==> config.mk <==
export PLATFORM = sky130hd
export DESIGN_NAME = spi_fifo_irq_unit
export DESIGN_NICKNAME = d
export VERILOG_FILES = /design/src/rtl/spi_fifo_irq_pkg.sv /design/src/rtl/sfi_sync_fifo.sv /design/src/rtl/sfi_irq_ctrl.sv /design/src/rtl/spi_fifo_irq_unit.sv
export SDC_FILE = /design/constraint.sdc
export NUM_CORES = 1
export LEC_CHECK = 0
export BUFFER_PORTS_ARGS = -buffer_cell sky130_fd_sc_hd__clkbuf_2
export CAP_MARGIN = 15
export CORE_MARGIN = 3
export CORE_UTILIZATION = 50
export CTS_CLUSTER_DIAMETER = 100
export DETAILED_ROUTE_END_ITERATION = 8
export PLACE_DENSITY = 0.63
export SYNTH_ARGS = -nofsm -noshare
export SYNTH_HDL_FRONTEND = slang
export SYNTH_SLANG_ARGS = --single-unit
==> constraint.sdc <==
create_clock -name clk -period 6.2 [get_ports clk]
set_input_delay 1.24 -clock clk [delete_from_list [all_inputs] [get_ports clk]]
set_output_delay 1.24 -clock clk [all_outputs]
set_load 0.02 [all_outputs]
==> src/rtl/spi_fifo_irq_pkg.sv <==
package spi_fifo_irq_pkg;

  localparam int unsigned QDEPTH = 32;
  localparam int unsigned QWIDTH = 16;

  typedef enum logic [3:0] {
    RA_CTRL    = 4'd0,
    RA_STATUS  = 4'd1,
    RA_TX_THR  = 4'd2,
    RA_RX_THR  = 4'd3,
    RA_TX_LVL  = 4'd4,
    RA_RX_LVL  = 4'd5,
    RA_MASK    = 4'd6,
    RA_MASKED  = 4'd7,
    RA_RAW     = 4'd8,
    RA_CLEAR   = 4'd9,
    RA_DMA     = 4'd10,
    RA_TX_WM   = 4'd11,
    RA_RX_WM   = 4'd12,
    RA_TX_DATA = 4'd13,
    RA_RX_DATA = 4'd14
  } reg_addr_e;

  // interrupt bit positions (shared by raw, mask and masked words)
  localparam int unsigned IB_TX_LOW  = 0;
  localparam int unsigned IB_TX_OVF  = 1;
  localparam int unsigned IB_RX_UNF  = 2;
  localparam int unsigned IB_RX_OVF  = 3;
  localparam int unsigned IB_RX_HIGH = 4;
  localparam int unsigned IRQ_BITS   = 5;

  // clear word bit positions
  localparam int unsigned CB_ALL    = 0;
  localparam int unsigned CB_RX_UNF = 1;
  localparam int unsigned CB_RX_OVF = 2;
  localparam int unsigned CB_TX_OVF = 3;

endpackage

==> src/rtl/sfi_sync_fifo.sv <==
module sfi_sync_fifo #(
  parameter int unsigned W     = 16,
  parameter int unsigned DEPTH = 32,
  localparam int unsigned AW   = (DEPTH > 1) ? $clog2(DEPTH) : 1,
  localparam int unsigned LW   = $clog2(DEPTH + 1)
) (
  input  logic          clk,
  input  logic          rst_n,
  input  logic          flush,
  input  logic          push,
  input  logic [W-1:0]  wdata,
  input  logic          pop,
  output logic [W-1:0]  rdata,
  output logic [LW-1:0] level,
  output logic          full,
  output logic          empty
);

  logic [W-1:0]  mem [DEPTH];
  logic [AW-1:0] wr_ptr, rd_ptr;
  logic [LW-1:0] cnt;
  logic          do_push, do_pop;

  function automatic logic [AW-1:0] step(input logic [AW-1:0] p);
    return (p == AW'(DEPTH - 1)) ? '0 : p + 1'b1;
  endfunction

  assign full    = (cnt == LW'(DEPTH));
  assign empty   = (cnt == '0);
  assign level   = cnt;
  assign rdata   = mem[rd_ptr];
  assign do_push = push && !full && !flush;
  assign do_pop  = pop && !empty && !flush;

  always_ff @(posedge clk) begin
    if (do_push) mem[wr_ptr] <= wdata;
  end

  always_ff @(posedge clk) begin
    if (!rst_n || flush) begin
      wr_ptr <= '0;
      rd_ptr <= '0;
      cnt    <= '0;
    end else begin
      if (do_push) wr_ptr <= step(wr_ptr);
      if (do_pop)  rd_ptr <= step(rd_ptr);
      case ({do_push, do_pop})
        2'b10:   cnt <= cnt + 1'b1;
        2'b01:   cnt <= cnt - 1'b1;
        default: cnt <= cnt;
      endcase
    end
  end

endmodule

==> src/rtl/sfi_irq_ctrl.sv <==
module sfi_irq_ctrl
  import spi_fifo_irq_pkg::*;
(
  input  logic                clk,
  input  logic                rst_n,
  input  logic                tx_low,
  input  logic                rx_high,
  input  logic                ev_tx_ovf,
  input  logic                ev_rx_unf,
  input  logic                ev_rx_ovf,
  input  logic                clr_we,
  input  logic [3:0]          clr,
  input  logic [IRQ_BITS-1:0] mask,
  output logic [IRQ_BITS-1:0] raw,
  output logic [IRQ_BITS-1:0] masked,
  output logic                irq
);

  logic tx_ovf_q, rx_unf_q, rx_ovf_q;
  logic clr_all;

  assign clr_all = clr_we && clr[CB_ALL];

  always_ff @(posedge clk) begin
    if (!rst_n) begin
      tx_ovf_q <= 1'b0;
      rx_unf_q <= 1'b0;
      rx_ovf_q <= 1'b0;
    end else begin
      // a new event outranks a clear issued in the same cycle
      tx_ovf_q <= ev_tx_ovf || (tx_ovf_q && !(clr_all || (clr_we && clr[CB_TX_OVF])));
      rx_unf_q <= ev_rx_unf || (rx_unf_q && !(clr_all || (clr_we && clr[CB_RX_UNF])));
      rx_ovf_q <= ev_rx_ovf || (rx_ovf_q && !(clr_all || (clr_we && clr[CB_RX_OVF])));
    end
  end

  always_comb begin
    raw             = '0;
    raw[IB_TX_LOW]  = tx_low;
    raw[IB_TX_OVF]  = tx_ovf_q;
    raw[IB_RX_UNF]  = rx_unf_q;
    raw[IB_RX_OVF]  = rx_ovf_q;
    raw[IB_RX_HIGH] = rx_high;
  end

  for (genvar b = 0; b < IRQ_BITS; b++) begin : g_mask
    assign masked[b] = raw[b] && mask[b];
  end

  assign irq = |masked;

endmodule

==> src/rtl/spi_fifo_irq_unit.sv <==
module spi_fifo_irq_unit
  import spi_fifo_irq_pkg::*;
#(
  parameter int unsigned DEPTH = QDEPTH,
  parameter int unsigned DW    = QWIDTH,
  localparam int unsigned AW   = (DEPTH > 1) ? $clog2(DEPTH) : 1,
  localparam int unsigned LW   = $clog2(DEPTH + 1)
) (
  input  logic          clk,
  input  logic          rst_n,
  input  logic          reg_wr,
  input  logic          reg_rd,
  input  logic [3:0]    reg_addr,
  input  logic [DW-1:0] reg_wdata,
  output logic [DW-1:0] reg_rdata,
  input  logic          engine_busy,
  output logic          tx_valid,
  input  logic          tx_ready,
  output logic [DW-1:0] tx_data,
  input  logic          rx_valid,
  output logic          rx_ready,
  input  logic [DW-1:0] rx_data,
  output logic          irq,
  output logic          tx_dma_req,
  output logic          rx_dma_req
);

  logic                en_q;
  logic [AW-1:0]       tx_thr_q, rx_thr_q, tx_wm_q, rx_wm_q;
  logic [IRQ_BITS-1:0] mask_q;
  logic [1:0]          dma_q;

  logic [LW-1:0]       tx_lvl, rx_lvl;
  logic                tx_full, tx_empty, rx_full, rx_empty;
  logic [DW-1:0]       rx_head;
  logic [IRQ_BITS-1:0] raw, masked;
  logic                flush, cpu_push, cpu_pop;
  logic [4:0]          status;

  function automatic logic wr_at(input reg_addr_e a);
    return reg_wr && (reg_addr == a);
  endfunction

  assign cpu_push = wr_at(RA_TX_DATA);
  assign cpu_pop  = reg_rd && (reg_addr == RA_RX_DATA);
  // a write clearing the enable empties both queues at that same edge
  assign flush    = wr_at(RA_CTRL) ? !reg_wdata[0] : !en_q;

  always_ff @(posedge clk) begin
    if (!rst_n) begin
      en_q     <= 1'b0;
      tx_thr_q <= '0;
      rx_thr_q <= '0;
      tx_wm_q  <= '0;
      rx_wm_q  <= '0;
      mask_q   <= '0;
      dma_q    <= '0;
    end else if (reg_wr) begin
      case (reg_addr)
        RA_CTRL:   en_q     <= reg_wdata[0];
        RA_TX_THR: tx_thr_q <= reg_wdata[AW-1:0];
        RA_RX_THR: rx_thr_q <= reg_wdata[AW-1:0];
        RA_TX_WM:  tx_wm_q  <= reg_wdata[AW-1:0];
        RA_RX_WM:  rx_wm_q  <= reg_wdata[AW-1:0];
        RA_MASK:   mask_q   <= reg_wdata[IRQ_BITS-1:0];
        RA_DMA:    dma_q    <= reg_wdata[1:0];
        default:   ;
      endcase
    end
  end

  sfi_sync_fifo #(.W(DW), .DEPTH(DEPTH)) u_txq (
    .clk   (clk),
    .rst_n (rst_n),
    .flush (flush),
    .push  (cpu_push && en_q),
    .wdata (reg_wdata),
    .pop   (tx_ready && tx_valid),
    .rdata (tx_data),
    .level (tx_lvl),
    .full  (tx_full),
    .empty (tx_empty)
  );

  sfi_sync_fifo #(.W(DW), .DEPTH(DEPTH)) u_rxq (
    .clk   (clk),
    .rst_n (rst_n),
    .flush (flush),
    .push  (rx_valid && rx_ready),
    .wdata (rx_data),
    .pop   (cpu_pop && en_q),
    .rdata (rx_head),
    .level (rx_lvl),
    .full  (rx_full),
    .empty (rx_empty)
  );

  assign tx_valid = en_q && !tx_empty;
  assign rx_ready = en_q && !rx_full;

  sfi_irq_ctrl u_irq (
    .clk       (clk),
    .rst_n     (rst_n),
    .tx_low    (en_q && (tx_lvl <= LW'(tx_thr_q))),
    .rx_high   (en_q && (rx_lvl > LW'(rx_thr_q))),
    .ev_tx_ovf (cpu_push && en_q && tx_full),
    .ev_rx_unf (cpu_pop && en_q && rx_empty),
    .ev_rx_ovf (rx_valid && en_q && rx_full),
    .clr_we    (wr_at(RA_CLEAR)),
    .clr       (reg_wdata[3:0]),
    .mask      (mask_q),
    .raw       (raw),
    .masked    (masked),
    .irq       (irq)
  );

  assign tx_dma_req = en_q && dma_q[1] && (tx_lvl <= LW'(tx_wm_q));
  assign rx_dma_req = en_q && dma_q[0] && (rx_lvl > LW'(rx_wm_q));

  assign status = {rx_full, rx_empty, tx_empty, tx_full, engine_busy};

  always_comb begin
    case (reg_addr)
      RA_CTRL:    reg_rdata = DW'(en_q);
      RA_STATUS:  reg_rdata = DW'(status);
      RA_TX_THR:  reg_rdata = DW'(tx_thr_q);
      RA_RX_THR:  reg_rdata = DW'(rx_thr_q);
      RA_TX_LVL:  reg_rdata = DW'(tx_lvl);
      RA_RX_LVL:  reg_rdata = DW'(rx_lvl);
      RA_MASK:    reg_rdata = DW'(mask_q);
      RA_MASKED:  reg_rdata = DW'(masked);
      RA_RAW:     reg_rdata = DW'(raw);
      RA_DMA:     reg_rdata = DW'(dma_q);
      RA_TX_WM:   reg_rdata = DW'(tx_wm_q);
      RA_RX_WM:   reg_rdata = DW'(rx_wm_q);
      RA_RX_DATA: reg_rdata = (en_q && !rx_empty) ? rx_head : '0;
      default:    reg_rdata = '0;
    endcase
  end

endmodule

Word-level counts from Yosys, hierarchy flattened --
Memories as Yosys holds them, arrays and structs flattened. A register that Yosys moved wholly into a read port is not among the register bits. Index checks and enable logic that the tools add are counted.
Operators by class: $add $sub $neg 8, $lt $le $gt $ge 4, eq/ne operators 24, muxes and demuxes 17, reduce and logical (&&, ||, !) cells 72
Operators with widths (count):
- 16-bit one-hot mux with 13 select lines | 1
- 1-bit logical AND | 41
- 5-bit two-way mux | 8
- 4-bit equality test (second input constant) | 7
- 6-bit one-hot mux with 2 select lines | 2
- 5-bit by 1-bit adder with 5-bit output (second input constant) | 4
- 5-bit equality test (second input constant) | 4
- 4-bit by 3-bit equality test with 1-bit output (second input constant) | 4
- 16-bit two-way mux | 1
- 2-bit AND reduction | 7
- 6-bit by 1-bit adder with 6-bit output (second input constant) | 2
- 6-bit equality test (second input constant) | 2
- 6-bit by 5-bit greater-than comparator with 1-bit output | 2
- 6-bit by 5-bit less-or-equal comparator with 1-bit output | 2
- 6-bit logical NOT | 2
- 6-bit by 1-bit subtractor with 6-bit output (second input constant) | 2
- 1-bit logical NOT | 11
- 4-bit by 2-bit equality test with 1-bit output (second input constant) | 2
- 1-bit logical OR | 7
- 1-bit two-way mux | 5
- 5-bit OR reduction | 1
- 2-bit by 1-bit equality test with 1-bit output (second input constant) | 2
- 2-bit equality test (second input constant) | 2
- 4-bit by 1-bit equality test with 1-bit output (second input constant) | 1
- other kinds (2) | 3
Word-level totals: register bits after elaboration 63, RAM bits 1024, input bits 43, memories kept 2
Memory list:
- u_rxq.mem | words 32, bits a word 16, rd ports 1, clocked after Yosys merged registers in 1, write ports 1, line sfi_sync_fifo.sv:19 | logic [W-1:0] mem [DEPTH];
- u_txq.mem | words 32, bits a word 16, rd ports 1, clocked after Yosys merged registers in 1, write ports 1, line sfi_sync_fifo.sv:19

Longest topological paths before layout --
Gate-level depths: netlist of run 1.
depth in word-level cells 8, gate-level depth with buffers 15, mapped depth without buffers 13

By module --
From an unflattened synthesis of run 1, not the netlist that was laid out.
Second synthesis, totals: cell total of the unflattened synthesis 2496, area, all modules 44157.4 um2
Modules (own cells, without submodules):
- sfi_sync_fifo at u_rxq | instances 1, cells an instance 1087, area each 20749.9 um2, sequential area each 15795.1 um2
- sfi_sync_fifo at u_txq | instances 1, cells an instance 1087, area each 20742.4 um2, sequential area each 15795.1 um2
- spi_fifo_irq_unit | instances 1, cells an instance 295, area each 2453.6 um2, sequential area each 560.5 um2
- sfi_irq_ctrl | instances 1, cells an instance 27, area each 211.5 um2, sequential area each 60.1 um2

Least setup slack after synthesis of run 1 --
No wires, ideal clock.
kind input to output, from in reg_addr[2], to out reg_rdata[4], data arrival time 2.700 ns, data required time 4.960 ns, slack 2.260 ns, stages on the path 8, buffers on the path 3, path through clkbuf_2 clkbuf_1 clkbuf_1 nor3_1 a31oi_1 o22ai_1 a211oi_1 o21ai_0
Between the ends: longest elaborated chain between the ends 2, elaborated cells between the ends (all ways) 14, those cells by class 12 x eq/ne; 1 x mux; 1 x reduce/logical
RTL lines:
- start, declared | line spi_fifo_irq_unit.sv:13 | input logic [3:0] reg_addr,
- 4-bit equality test, or another cell as far along | line spi_fifo_irq_unit.sv:123 | case (reg_addr)
- 16-bit one-hot mux with 13 select lines * | line spi_fifo_irq_unit.sv:123
- end, declared | line spi_fifo_irq_unit.sv:15 | output logic [DW-1:0] reg_rdata,
Mark *: on every way between the ends. The rest lies on a longest branch, timed or not.

Final worst setup path of run 1 --
from in reg_addr[2], to out reg_rdata[9]
Same word-level chain as after synthesis.

==> key figures, run 1 <==
Yosys
  • Synthesized Nets: 2204
  • Top FF cell, synth: edfxtp_1
  • Syn Inst Count: 2121
  • Flops & latches, synth: 1097
  • Post-synth EDFFs: around 1.0k
  • Ys Warns: 0
  • Synth unique cells: 68
  • Cell area after synthesis: 0.0436 mm2
  • Register area share after synthesis: 0.738
  • Async SR Flop Fraction: 0
  • Mapped Avg Cell Area: 20.6 um2

GRT
  • Pin count of the biggest net entering global routing: 57
  • Vias in the first global route: 22.2k
  • Initial antenna violation count: 7
  • Overflow after GRT: 0
  • Global Route Usage Sum: 0.224
  • First-pass GRT wire length: 148000 um

Power and ir drop
  • Psw: 2920 uW
  • Sw frac: 0.196
  • Seq pwr share: 0.543
  • Max IR drop VDD: about 0.26 mV
  • Clock network fraction of total power: 0.446
  • Comb pwr share: 0.011
  • Power Dens Cells: 302 mW/mm2
  • Int Power: around 12000 uW
  • Pleak: roughly 0.015 uW

Clocking
  • Post-CTS setup buffer count: 0
  • Post-CTS sizing: 0
  • CTS Buf Count: approximately 110
  • # clock sinks: 1097
  • Clock slew at reported path FFs: about 0.06 ns
  • Root Buffer: clkbuf_16
  • Clock Latency Late Sink: 0.67 ns
  • Htree depth: 3
  • Cts hold-fix bufs: 0
  • Clock Path Buffers: 3
  • CTS tree: done

Die
  • Core Area: 0.0858 mm2
  • Initial core utilization: 0.508
  • Die width: roughly 300 um
  • Die Y: 301 um
  • Boundary Pins: 80
  • Row Count: 107
  • Die area: 0.0908 mm2

STA
  • Max Transition Viols Final: 0
  • Period utilisation layout: 0.794
  • Highest Clock Rate: 203 MHz
  • Unrepaired setup endpoints after global routing: false
  • Post-route setup TNS: 0 ns
  • Final setup violation count: 0
  • Worst Skew: 0.0262 ns
  • Slew headroom: 0.198
  • Slew @ Worst Pin: 1.20 ns
  • Post-layout minimum cycle time: just under 5 ns
  • Final Hold Fails: 0

Cells and area
  • Area added between synthesis and finish: 13.2%
  • Nets@finish: 2346
  • Final core utilization: 0.575
  • Layout fillers: 6270
  • Commonest non-fill, non-tap cell in the layout: edfxtp_1
  • Share of layout cells above drive strength 1: 0.306
  • Most frequent cells in the layout: 1024 x edfxtp_1, 310 x mux4_2, 112 x clkbuf_16, 79 x clkbuf_2, 65 x dfxtp_1

Route
  • Starting DRT DRC Count: around 2.3k
  • First-pass DRT Iterations: 7
  • Routed len/inst: between 20 and 30 um
  • Routed Antenna Nets: 0
  • DRC violations left: 0
  • Total wire length: between 90000 and 100000 um
  • Vias per cell: just over 6
  • Vias: 21.2k

Setup path
  • Crit path max fanout: 26
  • Crit path launch type: primary input
  • Crit end category: primary output
  • Critical path data arrival time: 3.68 ns
  • Worst endpoint required time: 4.96 ns
  • Critical path type: primary input to primary output

Placement
  • Routability cong.: 0.871
  • Placed wire-length estimate: 58000 um
  • Port bufs: 79

Status
  • Status: finished, final reports clean

Worst hold path
  • Worst hold-check path type: register to register

Run
  • Max Cap Viol: 0
## worst max-delay path, cell delays in order
cell and delay [ns]:
clkbuf_2 0.41, nand3_1 0.26, nor3b_2 0.37, nand2_1 0.27, nor2_1 0.68, a22o_1 0.27
clkbuf_2 0.17
## stage by stage
stage | cells | worst slack [ns] | hold slack, ns | instance area, um2 | power, uW
after global placement | 3289 | 1.34 | 0.469 | 45600 | 8400
after floorplan | 2121 | 2.26 | 0.455 | 43600 | 8290
after global routing | 3497 | 1.12 | 0.499 | 49400 | 15400
final | 3501 | 1.28 | 0.491 | 49400 | 14900
after CTS | 3493 | 1.24 | 0.485 | 49300 | 15000
after detailed placement | 3290 | 1.31 | 0.476 | 45600 | 8420
## cell type report
| cell class | instances | area, um2 | share of cell area |
|---|---|---|---|
| antenna | 4 | 10.0 | 0.000203 |
| clock inverter | 66 | 734 | 0.0149 |
| timing repair buffer | 143 | 976 | 0.0198 |
| inverter | 36 | 135 | 0.00274 |
| sequential | 1097 | 32200 | 0.653 |
| clock buffer | 137 | 2940 | 0.0595 |
| tap | 1144 | 1430 | 0.0290 |
| multi-input combinational | 874 | 10900 | 0.221 |
## cell usage after synthesis, types with 3 or more instances
library cell / number / share of area
edfxtp_1: 1024 / 0.70
mux4_2: 310 / 0.16
nor2_1: 116 / 0.010
dfxtp_1: 73 / 0.034
clkbuf_1: 59 / 0.0051
nand2_1: 48 / 0.0041
nor2b_1: 42 / 0.0060
ha_1: 40 / 0.011
mux2i_1: 40 / 0.0092
inv_1: 35 / 0.0030
buf_2: 33 / 0.0038
a21oi_1: 29 / 0.0033
o21ai_0: 28 / 0.0032
nand3_1: 22 / 0.0025
mux2_2: 21 / 0.0054
a31oi_1: 13 / 0.0019
buf_1: 12 / 0.0010
a22o_1: 11 / 0.0022
xor2_1: 11 / 0.0022
nand3b_1: 10 / 0.0017
a22oi_1: 9 / 0.0015
xnor2_1: 9 / 0.0018
a211oi_1: 8 / 0.0014
buf_4: 8 / 0.0014
nand4_1: 7 / 0.0010
nor3_1: 7 / 0.00080
a32oi_1: 6 / 0.0012
and3_1: 6 / 0.00086
o22ai_1: 6 / 0.00086
or3_1: 5 / 0.00072
a221oi_1: 4 / 0.00080
and2_1: 4 / 0.00057
nand2b_1: 4 / 0.00057
nor3b_1: 4 / 0.00069
o2111ai_1: 4 / 0.00080
o21a_1: 4 / 0.00069
or3b_2: 4 / 0.00080
a211o_1: 3 / 0.00060
a21boi_0: 3 / 0.00052
and4b_1: 3 / 0.00069
or4_1: 3 / 0.00052
## metal layers
| layer | up-vias | part of all wire | track usage |
|---|---|---|---|
| met4 | 6 | 0.026 | 0.0601 |
| met3 | 158 | 0.054 | 0.0353 |
| met2 | 652 | 0.52 | 0.385 |
| met5 | - | 0.00041 | 0 |
| li1 | 9072 | - | - |
| met1 | 11300 | 0.40 | 0.299 |
## logic make-up after synthesis
logic type / Yosys count / synth area share
XOR/XNOR: 20 / 0.00402
buffers and inverters: 150 / 0.0147
adder cells (fa/ha/maj): 40 / 0.0115
flip-flops: 1097 / 0.738
AO/OA/AOI/OAI: 145 / 0.0225
AND/OR/NAND/NOR: 298 / 0.0342
multiplexers: 371 / 0.175
## final timing paths
check                        from               to  slack (ns)  cells after the start
setup / recovery      reg_addr[2]     reg_rdata[9]        1.28                      7
hold / removal    u_rxq.rd_ptr[4]  u_rxq.rd_ptr[4]        0.49                      2
setup reg to reg   u_rxq.level[2]   u_rxq.level[4]        2.23                     13
hold reg to reg   u_rxq.rd_ptr[4]  u_rxq.rd_ptr[4]        0.49                      2
## sequential cells by signal, indices dropped and copies added (netlist names), 6 cells and up, named ones only
register,count
u_txq.level,6
u_rxq.mem,512
u_txq.mem,512
u_rxq.level,6
## power by group through the flow
| stage | Sequential, uW | Clock, uW | Combinational, uW |
|---|---|---|---|
| 2_1_floorplan | 8250 | 0 | 39.3 |
| 3_3_place_gp | 8250 | 0 | 158 |
| 6_report | 8090 | 6650 | 169 |
| 4_1_cts | 8090 | 6770 | 170 |
| 5_1_grt | 8080 | 7080 | 185 |
| 3_5_place_dp | 8250 | 0 | 171 |
Note: power is estimated with default switching activity, not from simulation.
==> run 2, diff against run 1 <==
==> constraint.sdc (replaced) <==
create_clock -name clk -period 5 [get_ports clk]
set_input_delay 1 -clock clk [delete_from_list [all_inputs] [get_ports clk]]
set_output_delay 1 -clock clk [all_outputs]
set_load 0.02 [all_outputs]
==> run 2 against run 1 <==
Core utilization hardly changed. Sequential power is 24% higher. Via count is 0.94% higher. Global-route usage is 0.17 points higher. Die area stayed put. Combinational power rose by 24%. Setup slack got worse by 0.77 ns. Critical path depth shrank 1. Largest cell class unchanged.
==> key figures, run 2 (synthesis gave the netlist of run 1 again) <==
Status
  • Status: finished, final reports clean

Cells and area
  • Largest regs: u_rxq.mem (512), u_txq.mem (512)
  • Final instance area: 0.0494 mm2
  • Share of layout cells above drive strength 1: 0.313
  • Layout fillers: 6306
  • Seq. cell area: 0.0322 mm2
  • Diode count: 0
  • Nets@finish: 2375
  • Area of the multi-input gates: 0.0109 mm2
  • Area added between synthesis and finish: 13.3%
  • Most frequent cells in the layout: 1024 x edfxtp_1, 310 x mux4_2, 113 x clkbuf_16, 85 x buf_4, 79 x clkbuf_2
  • Commonest non-fill, non-tap cell in the layout: edfxtp_1

Clocking
  • Clock Path Buffers: 3
  • Htree depth: 3
  • CTS Buf Count: 109
  • Post-CTS setup buffer count: 0
  • Clock slew at reported path FFs: 0.06 ns
  • Cts hold-fix bufs: 0
  • Post-CTS sizing: 0
  • CTS tree: done
  • Clock Latency Late Sink: between 0.6 and 0.7 ns
  • # clock sinks: 1097
  • Root Buffer: clkbuf_16

Die
  • Core Area: 0.0858 mm2
  • Boundary Pins: 80
  • Initial core utilization: 0.508
  • Die Y: 301 um
  • Die width: roughly 300 um
  • Row Count: 107
  • Die area: between 0.09 and 0.1 mm2

Placement
  • Port bufs: 79
  • Routability cong.: approximately 0.9
  • Placed cell area: about 0.046 mm2
  • Placed wire-length estimate: 60800 um

Route
  • DRC violations left: 0
  • Routed Antenna Nets: 0
  • First-pass DRT Iterations: 5
  • Vias: 21.4k
  • Routed len/inst: 28.3 um
  • Total wire length: 99800 um
  • Vias per cell: 6.08
  • Starting DRT DRC Count: about 2.1k

Power and ir drop
  • Comb pwr share: 0.012
  • Seq pwr share: 0.554
  • Clock network fraction of total power: 0.434
  • Power Dens Cells: 366 mW/mm2
  • Pleak: around 0.015 uW
  • Int Power: 14600 uW
  • Total power: 18100 uW
  • Sw frac: 0.195
  • Max IR drop VDD: 0.305 mV
  • Psw: 3530 uW

STA
  • Unrepaired setup endpoints after global routing: false
  • Period utilisation layout: 0.899
  • Slew @ Worst Pin: 1.18 ns
  • Worst Skew: just under 0.03 ns
  • Final setup violation count: 0
  • Slew headroom: 0.213
  • Highest Clock Rate: 222 MHz
  • Final Hold Fails: 0
  • Post-layout minimum cycle time: 4.50 ns
  • Post-route setup TNS: 0 ns
  • Max Transition Viols Final: 0

GRT
  • Vias in the first global route: between 20k and 25k
  • Initial antenna violation count: 5
  • Global Route Usage Sum: 0.225
  • First-pass GRT wire length: 150000 um
  • Overflow after GRT: 0
  • Pin count of the biggest net entering global routing: 65

Setup path
  • R2R depth: 13
  • Critical path data arrival time: between 3 and 4 ns
  • Worst reg2reg startpoint: u_txq.level[1]
  • Critical path buffers and inverters: 2
  • Reg2Reg Capture Point: u_txq.level[4]
  • Crit path launch type: register
  • Worst path max stage delay: ~0.7 ns
  • CP delay by family, top: multiplexers
  • CP max stage cell: dfxtp_4
  • Critical path type: register to primary output
  • Reg-to-reg slack, setup: 1.03 ns
  • Crit end category: primary output
  • CP most frequent cell: mux4_2
  • Worst endpoint required time: approximately 4.0 ns
  • CP Cell Sequence: buf_4 -> mux4_2 -> mux4_2 -> a21oi_1 -> o21ai_0 -> clkbuf_2
  • Crit path max fanout: 24

Run
  • Max Cap Viol: 0

Worst hold path
  • Worst hold-check path type: register to register
  • Hold Crit Start: u_rxq.rd_ptr[4]
  • Worst hold stages: 2
  • Destination of the worst hold path: u_rxq.rd_ptr[4]
[run 2: changes by cell type in the layout (fill, tap and decap cells not counted), moves of 2 or more]
cell and change:
buf_4 +31, clkinv_1 +10, clkbuf_1 -7, buf_12 +5, buf_8 -5, bufinv_16 -5, diode_2 -4, clkinv_16 -3
clkbuf_8 -2, clkinvlp_4 +2
[run 2: layer usage]
metal  global-route usage  wire length, um  vias up
met5                    0                0        -
met2                0.390            52100      678
li1                     -                -     9112
met4               0.0649             2540        0
met1                0.301            40100    11500
met3               0.0310             5060      148
[run 2: layout make-up]
type	instances	share of cell area
multi-input cells	874	0.221
repair buffers	174	0.0250
inverters	36	0.00273
clock inverters	71	0.0112
clock buffers	129	0.0588
flip-flops and latches	1097	0.652
well taps	1144	0.0290
[run 2: worst max path at each step]
stage                     endpoint  slack [ns]        start  cells after the start
CTS                   reg_rdata[0]        0.37     register                      8
finish                reg_rdata[4]        0.50     register                      6
global placement    u_txq.level[4]        0.89  reg_addr[0]                     13
global route          reg_rdata[3]        0.29     register                      6
floorplan           u_txq.level[4]        1.44  reg_addr[3]                     15
detailed placement  u_txq.level[4]        0.72  reg_addr[0]                     13
[run 2: through the flow]
stage	hold WS (ns)	instances	utilization	worst slack (ns)
after floorplan	0.455	2121	-	1.44
after global placement	0.464	3325	0.536	0.889
after detailed placement	0.489	3325	0.536	0.725
after CTS	0.497	3525	0.576	0.371
after global routing	0.523	3525	0.576	0.293
final	0.493	3525	0.576	0.505
[run 2: power groups by stage]
| stage | logic (uW) | clock network [uW] | registers (uW) |
|---|---|---|---|
| 6_report | 209 | 7860 | 10000 |
| 4_1_cts | 212 | 8010 | 10000 |
| 3_5_place_dp | 213 | 0 | 10200 |
| 2_1_floorplan | 48.7 | 0 | 10200 |
| 5_1_grt | 231 | 8410 | 10000 |
| 3_3_place_gp | 200 | 0 | 10200 |
[run 2: worst reg2reg max path, cell delays in order, from the launching register on]
cell and delay [ns]:
dfxtp_1 0.46, or4_1 0.58, nor3b_1 0.60, nor3_2 0.23
inv_2 0.21, ha_1 0.46, xor2_1 0.14, ha_1 0.21
a21oi_1 0.28, nor2b_1 0.09, o21ai_0 0.22, a31oi_1 0.15
xnor2_1 0.15, nor2_1 0.05
==> run 3, diff against run 2 <==
==> constraint.sdc (replaced) <==
create_clock -name clk -period 5 [get_ports clk]
set_input_delay 0.5 -clock clk [delete_from_list [all_inputs] [get_ports clk]]
set_output_delay 0.5 -clock clk [all_outputs]
set_load 0.02 [all_outputs]
==> run 3 against run 2 <==
Largest cell class unchanged. Sequential power hardly changed. Highest routed layer is now met5. Register-to-register slack better by 0.20 ns. Sequential share of layout area grew 0.59 points. Critical path depth unchanged.
==> key figures, run 3 (synthesis gave the netlist of run 1 again) <==
STA
  • Slew headroom: 0.225
  • Unrepaired setup endpoints after global routing: false
  • Slew @ Worst Pin: 1.16 ns
  • Highest Clock Rate: ~240 MHz
  • Post-route setup TNS: 0 ns
  • Post-route setup slack: about 0.8 ns
  • Final Hold Fails: 0
  • Max Transition Viols Final: 0
  • Worst Skew: 0.0324 ns
  • Final setup violation count: 0
  • Period utilisation layout: 0.841
  • Post-layout minimum cycle time: 4.20 ns

Clocking
  • # clock sinks: 1097
  • Clock Path Buffers: 3
  • Clock slew at reported path FFs: about 0.06 ns
  • Clock Latency Late Sink: 0.69 ns
  • Post-CTS sizing: 0
  • CTS Buf Count: 110
  • Post-CTS setup buffer count: 0
  • Root Buffer: clkbuf_16
  • CTS tree: done
  • Htree depth: 3
  • Cts hold-fix bufs: 0

Route
  • Routed Antenna Nets: 0
  • Starting DRT DRC Count: 2300
  • Vias: 21.2k
  • DRC violations left: 0
  • Routed len/inst: 28.9 um
  • First-pass DRT Iterations: 6
  • Vias per cell: 6.12
  • Total wire length: between 90000 and 100000 um

Cells and area
  • Diode count: 0
  • Nets@finish: around 2.3k
  • Share of layout cells above drive strength 1: 0.296
  • Most frequent cells in the layout: 1024 x edfxtp_1, 310 x mux4_2, 111 x clkbuf_16, 80 x clkbuf_2, 65 x dfxtp_1
  • Commonest non-fill, non-tap cell in the layout: edfxtp_1
  • Largest regs: u_rxq.mem (512), u_txq.mem (512)
  • Area added between synthesis and finish: 12.3%

Setup path
  • Critical path type: register to primary output
  • Worst reg2reg startpoint: u_rxq.level[2]
  • Reg2Reg Capture Point: u_rxq.mem[21][4]
  • Reg-to-reg slack, setup: 1.23 ns
  • Critical path data arrival time: 3.70 ns
  • Worst endpoint required time: 4.50 ns
  • Crit end category: primary output
  • Crit path max fanout: 29
  • R2R depth: 5
  • Crit path launch type: register

Die
  • Die width: 301 um
  • Initial core utilization: 0.508
  • Die Y: 301 um
  • Core Area: around 0.086 mm2
  • Row Count: 107
  • Die area: between 0.09 and 0.1 mm2
  • Boundary Pins: 80

GRT
  • Initial antenna violation count: 7
  • First-pass GRT wire length: approximately 150000 um
  • Global Route Usage Sum: 0.225
  • Vias in the first global route: 21.7k
  • Overflow after GRT: 0
  • Pin count of the biggest net entering global routing: 129

Power and ir drop
  • Power Dens Cells: between 300 and 400 mW/mm2
  • Pleak: 0.0148 uW
  • Max IR drop VDD: 0.304 mV

Placement
  • Placed wire-length estimate: 62400 um
  • Port bufs: 79
  • Routability cong.: 0.871
  • Pre-CTS WS: about 1.2 ns

Run
  • Max Cap Viol: 0

Worst hold path
  • Hold Crit Start: tx_ready
  • Worst hold stages: 3
  • Worst hold-check path type: primary input to register

Status
  • Status: finished, final reports clean
## run 3: power by group
part | switching (uW) | internal (uW) | total [uW] | leakage [uW]
Sequential | 3.55 | 10000 | 10000 | 0.00979
Clock | 3460 | 4590 | 8050 | 0.00174
Combinational | 210 | 33.8 | 243 | 0.00330
Total | 3670 | 14700 | 18300 | 0.0148
## run 3: area by class of cell
class | instances | area, um2
Clock buffer | 139 | 2970
Clock inverter | 62 | 603
Fill cell | 6278 | 36800
Inverter | 36 | 135
Multi-Input combinational cell | 874 | 10900
Sequential cell | 1097 | 32200
Tap cell | 1144 | 1430
Timing Repair Buffer | 103 | 673
## run 3: worst max path at each step
stage	cells after the start	slack, ns	end	startpoint
floorplan	15	1.78	u_txq.level[4]	u_txq.level[1]
global placement	13	1.26	u_txq.level[4]	reg_addr[2]
detailed placement	6	1.18	u_rxq.mem[21][12]	reg_addr[0]
CTS	6	0.76	reg_rdata[4]	register
global route	5	0.73	tx_data[15]	register
finish	6	0.80	reg_rdata[4]	register
## run 3: through the flow
stage | hold slack, ns | instances | util | power (uW) | instance area [um2]
final | 0.221 | 3455 | 0.571 | 18300 | 49000
after global routing | 0.215 | 3455 | 0.571 | 18900 | 49000
after CTS | 0.177 | 3454 | 0.571 | 18500 | 49000
after detailed placement | 0.474 | 3253 | 0.529 | 10500 | 45400
after global placement | 0.464 | 3253 | 0.529 | 10500 | 45400
after floorplan | 0.455 | 2121 | - | 10300 | 43600
## run 3: routing by layer
metal,up-vias,part of all wire,track usage
met4,2,0.038,0.0839
met5,-,0.00019,0
met2,831,0.48,0.352
li1,8985,-,-
met1,11100,0.42,0.322
met3,196,0.066,0.0368
## run 3: worst max-delay path, stage by stage (launching register included)
cell	delay, ns
dfxtp_4	0.70
buf_12	0.32
mux4_2	0.56
mux4_2	0.53
a21oi_1	0.39
o21ai_0	0.25
clkbuf_2	0.22
